### src/rtl/simd_alu_pkg.sv
package simd_alu_pkg;

    typedef enum logic [3:0] {
        OP_ADD = 4'd0,
        OP_SUB = 4'd1,
        OP_AND = 4'd2,
        OP_OR  = 4'd3,
        OP_XOR = 4'd4,
        OP_SLL = 4'd5,
        OP_SRL = 4'd6,
        OP_SRA = 4'd7,
        OP_MUL = 4'd8
    } alu_op_e;

    typedef enum logic [1:0] {
        LANE_64 = 2'd0,
        LANE_32 = 2'd1,
        LANE_16 = 2'd2,
        LANE_8  = 2'd3
    } lane_e;

    typedef enum logic [1:0] {
        SH_LEFT  = 2'd0,
        SH_RIGHT = 2'd1,
        SH_ARITH = 2'd2
    } shift_e;

endpackage

### src/rtl/simd_addsub.sv
module simd_addsub
    import simd_alu_pkg::*;
#(
    parameter int DATA_W = 64
) (
    input  logic [1:0]        lane,
    input  logic              sub,
    input  logic [DATA_W-1:0] a,
    input  logic [DATA_W-1:0] b,
    output logic [DATA_W-1:0] sum
);
    localparam int NCHUNK = DATA_W / 8;

    // Chunk k begins a new lane when its byte index is aligned to the lane size.
    function automatic logic lane_start(input int k, input logic [1:0] l);
        unique case (l)
            LANE_8:  lane_start = 1'b1;
            LANE_16: lane_start = (k % 2) == 0;
            LANE_32: lane_start = (k % 4) == 0;
            default: lane_start = (k % 8) == 0;
        endcase
    endfunction

    always_comb begin
        logic       carry;
        logic [8:0] part;
        carry = sub;
        sum   = '0;
        for (int k = 0; k < NCHUNK; k++) begin
            if (lane_start(k, lane)) begin
                carry = sub;
            end
            part = {1'b0, a[k*8 +: 8]} + {1'b0, b[k*8 +: 8] ^ {8{sub}}} + {8'd0, carry};
            sum[k*8 +: 8] = part[7:0];
            carry = part[8];
        end
    end

endmodule

### src/rtl/simd_shift.sv
module simd_shift
    import simd_alu_pkg::*;
#(
    parameter int DATA_W = 64
) (
    input  logic [1:0]        lane,
    input  logic [1:0]        kind,
    input  logic [DATA_W-1:0] a,
    input  logic [5:0]        amt,
    output logic [DATA_W-1:0] y
);
    logic [3:0][DATA_W-1:0] per_mode;

    for (genvar g = 0; g < 4; g++) begin : g_mode
        localparam int W     = 64 >> g;
        localparam int NLANE = DATA_W / W;
        localparam int SW    = $clog2(W);
        for (genvar i = 0; i < NLANE; i++) begin : g_lane
            logic        [W-1:0]  x;
            logic signed [W-1:0]  xs;
            logic        [SW-1:0] sh;
            logic        [W-1:0]  arith;
            assign x     = a[i*W +: W];
            assign xs    = x;
            assign sh    = amt[SW-1:0];
            assign arith = xs >>> sh;
            always_comb begin
                unique case (kind)
                    SH_LEFT:  per_mode[g][i*W +: W] = x << sh;
                    SH_RIGHT: per_mode[g][i*W +: W] = x >> sh;
                    default:  per_mode[g][i*W +: W] = arith;
                endcase
            end
        end
    end

    assign y = per_mode[lane];

endmodule

### src/rtl/simd_mul.sv
module simd_mul
    import simd_alu_pkg::*;
#(
    parameter int DATA_W = 64
) (
    input  logic [1:0]        lane,
    input  logic [DATA_W-1:0] a,
    input  logic [DATA_W-1:0] b,
    output logic [DATA_W-1:0] y
);
    logic [1:0][DATA_W-1:0] prod;

    // prod[0]: 16-bit lanes, prod[1]: 8-bit lanes
    for (genvar g = 0; g < 2; g++) begin : g_size
        localparam int W     = 16 >> g;
        localparam int NLANE = DATA_W / W;
        for (genvar i = 0; i < NLANE; i++) begin : g_lane
            logic [W-1:0] pa, pb;
            assign pa = a[i*W +: W];
            assign pb = b[i*W +: W];
            assign prod[g][i*W +: W] = pa * pb;
        end
    end

    always_comb begin
        unique case (lane)
            LANE_16: y = prod[0];
            LANE_8:  y = prod[1];
            default: y = '0;
        endcase
    end

endmodule

### src/rtl/simd_alu.sv
module simd_alu
    import simd_alu_pkg::*;
#(
    parameter int DATA_W = 64
) (
    input  logic              clk,
    input  logic              rst_n,
    input  logic              in_valid,
    input  logic [3:0]        op,
    input  logic [1:0]        lane_sel,
    input  logic [DATA_W-1:0] a,
    input  logic [DATA_W-1:0] b,
    input  logic              imm_en,
    input  logic [7:0]        imm_val,
    input  logic              imm_signed,
    output logic              out_valid,
    output logic [DATA_W-1:0] result,
    output logic              illegal
);
    localparam int N32 = DATA_W / 32;
    localparam int N16 = DATA_W / 16;
    localparam int N8  = DATA_W / 8;

    // Immediate widening and lane replication
    logic [63:0]       imm_ext;
    logic [DATA_W-1:0] imm_rep;
    logic [DATA_W-1:0] opnd_b;

    assign imm_ext = imm_signed ? {{56{imm_val[7]}}, imm_val} : {56'd0, imm_val};

    always_comb begin
        unique case (lane_sel)
            LANE_8:  imm_rep = {N8{imm_ext[7:0]}};
            LANE_16: imm_rep = {N16{imm_ext[15:0]}};
            LANE_32: imm_rep = {N32{imm_ext[31:0]}};
            default: imm_rep = {(DATA_W/64){imm_ext}};
        endcase
    end

    assign opnd_b = imm_en ? imm_rep : b;

    // Datapath units
    logic [DATA_W-1:0] sum_w, shf_w, mul_w;
    logic [1:0]        sh_kind;

    always_comb begin
        unique case (op)
            OP_SLL:  sh_kind = SH_LEFT;
            OP_SRL:  sh_kind = SH_RIGHT;
            default: sh_kind = SH_ARITH;
        endcase
    end

    simd_addsub #(.DATA_W(DATA_W)) u_addsub (
        .lane (lane_sel),
        .sub  (op == OP_SUB),
        .a    (a),
        .b    (opnd_b),
        .sum  (sum_w)
    );

    simd_shift #(.DATA_W(DATA_W)) u_shift (
        .lane (lane_sel),
        .kind (sh_kind),
        .a    (a),
        .amt  (opnd_b[5:0]),
        .y    (shf_w)
    );

    simd_mul #(.DATA_W(DATA_W)) u_mul (
        .lane (lane_sel),
        .a    (a),
        .b    (opnd_b),
        .y    (mul_w)
    );

    // Result selection and legality
    logic              bad_c;
    logic [DATA_W-1:0] res_c;

    always_comb begin
        bad_c = 1'b0;
        res_c = '0;
        unique case (op)
            OP_ADD, OP_SUB:         res_c = sum_w;
            OP_AND:                 res_c = a & opnd_b;
            OP_OR:                  res_c = a | opnd_b;
            OP_XOR:                 res_c = a ^ opnd_b;
            OP_SLL, OP_SRL, OP_SRA: res_c = shf_w;
            OP_MUL: begin
                if (lane_sel == LANE_16 || lane_sel == LANE_8) begin
                    res_c = mul_w;
                end else begin
                    bad_c = 1'b1;
                end
            end
            default:                bad_c = 1'b1;
        endcase
    end

    // Output register stage
    always_ff @(posedge clk) begin
        if (!rst_n) begin
            out_valid <= 1'b0;
            result    <= '0;
            illegal   <= 1'b0;
        end else begin
            out_valid <= in_valid;
            if (in_valid) begin
                result  <= bad_c ? '0 : res_c;
                illegal <= bad_c;
            end
        end
    end

    // Assertions
    p_strobe_follows_r10: assert property (@(posedge clk) disable iff (!rst_n)
        in_valid |=> out_valid);
    p_no_spurious_strobe_r10: assert property (@(posedge clk) disable iff (!rst_n)
        !in_valid |=> !out_valid);
    p_idle_holds_r10: assert property (@(posedge clk) disable iff (!rst_n)
        !in_valid |=> ($stable(result) && $stable(illegal)));
    p_illegal_is_zero_r9: assert property (@(posedge clk) disable iff (!rst_n)
        illegal |-> result == '0);
    p_wide_mul_flag_r9: assert property (@(posedge clk) disable iff (!rst_n)
        (in_valid && op == OP_MUL && (lane_sel == LANE_64 || lane_sel == LANE_32)) |=> illegal);
    p_xor_lane_free_r4: assert property (@(posedge clk) disable iff (!rst_n)
        (in_valid && op == OP_XOR && !imm_en) |=> (result == ($past(a) ^ $past(b)) && !illegal));

endmodule

### config.mk
export PLATFORM = sky130hd
export DESIGN_NAME = simd_alu
export DESIGN_NICKNAME = d
export VERILOG_FILES = /design/src/rtl/simd_alu_pkg.sv /design/src/rtl/simd_addsub.sv /design/src/rtl/simd_shift.sv /design/src/rtl/simd_mul.sv /design/src/rtl/simd_alu.sv
export SDC_FILE = /design/constraint.sdc
export NUM_CORES = 2
export LEC_CHECK = 0
export BUFFER_PORTS_ARGS = -buffer_cell sky130_fd_sc_hd__buf_2
export CAP_MARGIN = 20
export CORE_MARGIN = 4
export CORE_UTILIZATION = 35
export DETAILED_ROUTE_END_ITERATION = 10
export PLACE_DENSITY = 0.53
export SETUP_SLACK_MARGIN = 0.5
export SLEW_MARGIN = 10
export SYNTH_ARGS = -nofsm -noshare
export SYNTH_HDL_FRONTEND = slang
export SYNTH_SLANG_ARGS = --single-unit
### constraint.sdc
create_clock -name clk -period 66.3 [get_ports clk]
set_input_delay 16.575 -clock clk [delete_from_list [all_inputs] [get_ports clk]]
set_output_delay 16.575 -clock clk [all_outputs]
set_load 0.02 [all_outputs]
==> results <==
- The Yosys step of the flow raised 0 warnings.
- The die is ~380 um tall.
- Among all stages on the critical path, the largest delay is contributed by sky130_fd_sc_hd__buf_4.
- Counting flops with a built-in enable in the synthesized netlist gives 0.
- The number of antenna violations at the first check in global routing is 37.
- The count of unique library cells instantiated by Yosys is ~100.
- The launch point of the worst path is imm_en.
- The count of pins over their slew limit was 0.
- The average wire per standard cell is about 38 um.
- The final routed wirelength across all metal layers is between 300000 and 400000 um.
- The die covers 144000 um2.
- Of the cells placed in the final design, the portion with a size suffix greater than 1 is 0.103.
- Counting flops and latches in the post-synthesis netlist gives 66.
- The total of hold buffers inserted after clock tree synthesis is 0.
- Setup violations remaining at the end of the flow were counted as 0.
- The most critical setup path has its endpoint at result[63].
- The number of rows in the core area is about 140.
- In this design, the critical path's most frequently occurring cell is sky130_fd_sc_hd__a21oi_1.
- Measured against its own limit, the worst slew margin works out to 0.110.
- The first routing iteration left roughly 9100 violations.
- The worst-skew pair later-pin latency is between 0.4 and 0.5 ns.
- The register-to-register setup slack is ~63 ns.
- The launching element type of the critical path is a primary input.
- Relative to the synthesized area, the layout overhead comes to 6.61%.
- In this run the critical register-to-register path is captured at result[45].
- The final critical path time including I/O delays and setup is approximately 35 ns.
- Clock-pin slew was measured on the worst setup and hold paths at approximately 0.08 ns.
- After routing, the total negative slack on setup checks comes to 0 ns.
- The half-perimeter wire length after placement is about 240000 um.
- The design draws around 1.6 mW.
- The number of sinks handled by clock tree synthesis is 66.
- The effective utilization at floorplan is 0.352.
- The run finished with clean final reports.
- The number of detailed-route iterations in the first pass is 7.
- The horizontal extent of the die is ~380 um.
- The wire length of the first global-routing pass is between 400000 and 500000 um.
- When the netlist entered floorplanning its net count stood at ~7600.
- The average cell area after synthesis is ~7.4 um2.
- The per-cell via count in the routed design is ~6.5.
- In this run the post-CTS setup repair buffer count came out at 0.
- At the pin with the least slew margin, the transition time is approximately 1.3 ns.
- In this run the power density over the cells is around 31 nW/um2.
- The congestion estimate from routability-driven global placement came to around 1.1.
- Data on the critical path arrives at its endpoint at 35.02 ns.
- The number of nets at the end of the flow is approximately 7500.
- The quantity of gates resized following cts is 0.
- The final hold violation count is 0.
- In this run the static leakage power is approximately 24 nW.
- The number of cells on the worst reg-to-reg path is 7.
- The startpoint identified for the worst register-to-register timing path is result[45].
- The worst min-delay path class is register to register.
- The hold path startpoint is result[27].
- The class of the most critical setup path is primary input to register.
- CTS built an H-tree with a depth of 3.
- The count of port buffers added during placement is ~210.
- The largest net degree at the start of global routing is 90.
- The commonest register cell after synthesis is sky130_fd_sc_hd__dfxtp_1.
- For this run, design rule violations remaining after detail routing come to 0.
- The delay of the slowest cell on the worst path is about 0.62 ns.
- In the finished design, the share of the clock period the worst path needs comes to 0.522.
- The clock tree buffer depth is 2.
- Along the worst path, the maximum fanout reaches 64.
- The remaining global-route overflow is 0.
- The instance count of the mapped netlist is roughly 6500.
- The register area share after synthesis is 0.0273.
- TritonCTS built the clock tree.
- Counting instances, the worst hold path has a depth of 2.
- The upper clock frequency limit is approximately 0.029 GHz.
- The worst-case IR drop observed on VDD is roughly 100 uV.
- The worst endpoint required time is between 60 and 70 ns.
- The I/O pin count is approximately 210.
- The clock root buffer master is sky130_fd_sc_hd__clkbuf_16.
- In this run the remaining antenna-violating nets after routing total 0.
- In the global route stage, overall resource usage came out at 0.419.
- Between clock sinks in the finished design, the worst skew comes to 0 ns.
- The max-cap check violation count is 0.
- The proportion of register bits with asynchronous set or reset after synthesis is 0.
- The region available for standard cell placement spans between 100000 and 150000 um2.
- In this run the cell area of the synthesized design comes to about 48000 um2.
- The number of global-route vias before repair is a little over 50000.
- The total via count in the routed design is 54200.
- Setup repair after global routing left no endpoint under its margin.
- The worst setup path is captured at a register.
- The TritonCTS buffer count is 9.
- Leaving out fill and tap cells, the most frequent cells in the layout are 862 x sky130_fd_sc_hd__nand2_1, 798 x sky130_fd_sc_hd__inv_1, 620 x sky130_fd_sc_hd__nor2_1.
- The leading cell type in the layout, fill and taps excluded is sky130_fd_sc_hd__nand2_1.
==> cell type report <==
class / instances / area [um2]
clock inverters: 6 / 65.1
fillers: 14900 / 85900
flip-flops and latches: 66 / 1320
well taps: 1794 / 2240
multi-input cells: 5120 / 41800
repair buffers: 431 / 2740
clock buffers: 10 / 239
inverters: 826 / 3120
diodes: 36 / 90.1
==> synthesized netlist by cell type (19+ instances only) <==
library cell | instances | area, um2
sky130_fd_sc_hd__a2111oi_0 | 24 | 210
sky130_fd_sc_hd__a211oi_1 | 62 | 465
sky130_fd_sc_hd__a21o_1 | 68 | 510
sky130_fd_sc_hd__a21oi_1 | 403 | 2020
sky130_fd_sc_hd__a221o_1 | 21 | 210
sky130_fd_sc_hd__a221oi_1 | 80 | 701
sky130_fd_sc_hd__a22oi_1 | 49 | 368
sky130_fd_sc_hd__a31oi_1 | 78 | 488
sky130_fd_sc_hd__and2_1 | 35 | 219
sky130_fd_sc_hd__buf_1 | 32 | 120
sky130_fd_sc_hd__buf_2 | 118 | 591
sky130_fd_sc_hd__buf_4 | 36 | 270
sky130_fd_sc_hd__buf_6 | 23 | 259
sky130_fd_sc_hd__clkbuf_1 | 267 | 1000
sky130_fd_sc_hd__dfxtp_1 | 66 | 1320
sky130_fd_sc_hd__fa_1 | 431 | 8630
sky130_fd_sc_hd__ha_1 | 504 | 6310
sky130_fd_sc_hd__inv_1 | 801 | 3010
sky130_fd_sc_hd__mux2i_1 | 212 | 2120
sky130_fd_sc_hd__mux4_2 | 103 | 2320
sky130_fd_sc_hd__nand2_1 | 866 | 3250
sky130_fd_sc_hd__nand2b_1 | 23 | 144
sky130_fd_sc_hd__nand3_1 | 95 | 475
sky130_fd_sc_hd__nor2_1 | 636 | 2390
sky130_fd_sc_hd__nor2b_1 | 56 | 350
sky130_fd_sc_hd__nor3_1 | 68 | 340
sky130_fd_sc_hd__o2111ai_1 | 21 | 184
sky130_fd_sc_hd__o211ai_1 | 96 | 721
sky130_fd_sc_hd__o21a_1 | 59 | 443
sky130_fd_sc_hd__o21ai_0 | 335 | 1680
sky130_fd_sc_hd__o21ai_1 | 30 | 150
sky130_fd_sc_hd__o21bai_1 | 19 | 143
sky130_fd_sc_hd__o221ai_1 | 27 | 236
sky130_fd_sc_hd__o22ai_1 | 41 | 257
sky130_fd_sc_hd__xnor2_1 | 285 | 2500
sky130_fd_sc_hd__xnor3_1 | 19 | 428
sky130_fd_sc_hd__xor2_1 | 73 | 639
==> power by group <==
part           switching, mW  total (mW)  internal, mW
sequential           0.00341      0.0451        0.0417
clock                 0.0317      0.0619        0.0303
combinational          0.931        1.50         0.569
==> per-layer routing <==
| metal | global-route usage | share of wire |
|---|---|---|
| met5 | 0.00269 | 0.00043 |
| met4 | 0.247 | 0.071 |
| met3 | 0.149 | 0.13 |
| met2 | 0.585 | 0.40 |
| met1 | 0.553 | 0.40 |
==> through the flow <==
stage / instance area, um2 / hold WS (ns) / setup slack [ns] / std cells / util
floorplan: 48400 / 0.549 / 33.73 / 6497 / -
global placement: 51100 / 0.459 / 31.36 / 8227 / 0.372
detailed placement: 51200 / 0.466 / 31.40 / 8233 / 0.372
CTS: 51500 / 0.484 / 31.86 / 8249 / 0.374
global route: 51500 / 0.517 / 30.49 / 8254 / 0.375
finish: 51600 / 0.487 / 31.66 / 8289 / 0.375
==> critical path: cells and delay by family <==
family	cells	cell delay [ns]
AO/OA/AOI/OAI	47	8.36
adder cells (fa/ha/maj)	14	6.62
buffers and inverters	3	1.48
AND/OR/NAND/NOR	16	1.45
multiplexers	1	0.33
XOR/XNOR	1	0.09
==> worst min path at each step <==
stage	to	slack [ns]
2_1_floorplan	result[44]	0.55
3_3_place_gp	result[17]	0.46
3_5_place_dp	result[27]	0.47
4_1_cts	result[27]	0.48
5_1_grt	illegal	0.52
6_report	result[27]	0.49
==> logic make-up (layout without fill, tap and decap cells) <==
group | after synthesis | after routing | synth area share
muxes | 341 | 341 | 0.0989
AOI/OAI and AO/OA | 1608 | 1608 | 0.218
xor gates and xnor gates | 377 | 377 | 0.0736
and+or+nand+nor | 1859 | 1859 | 0.159
buffers and inverters | 1311 | 1273 | 0.114
DFF | 66 | 66 | 0.0273
other | 0 | 36 | 0
adders and majority gates | 935 | 935 | 0.309
==> sequential cells by signal (all words and copies together), names as in the netlist <==
signal / cells
result: 64
out_valid: 1
illegal: 1
No activity file was read; power rests on OpenSTA's default activity.
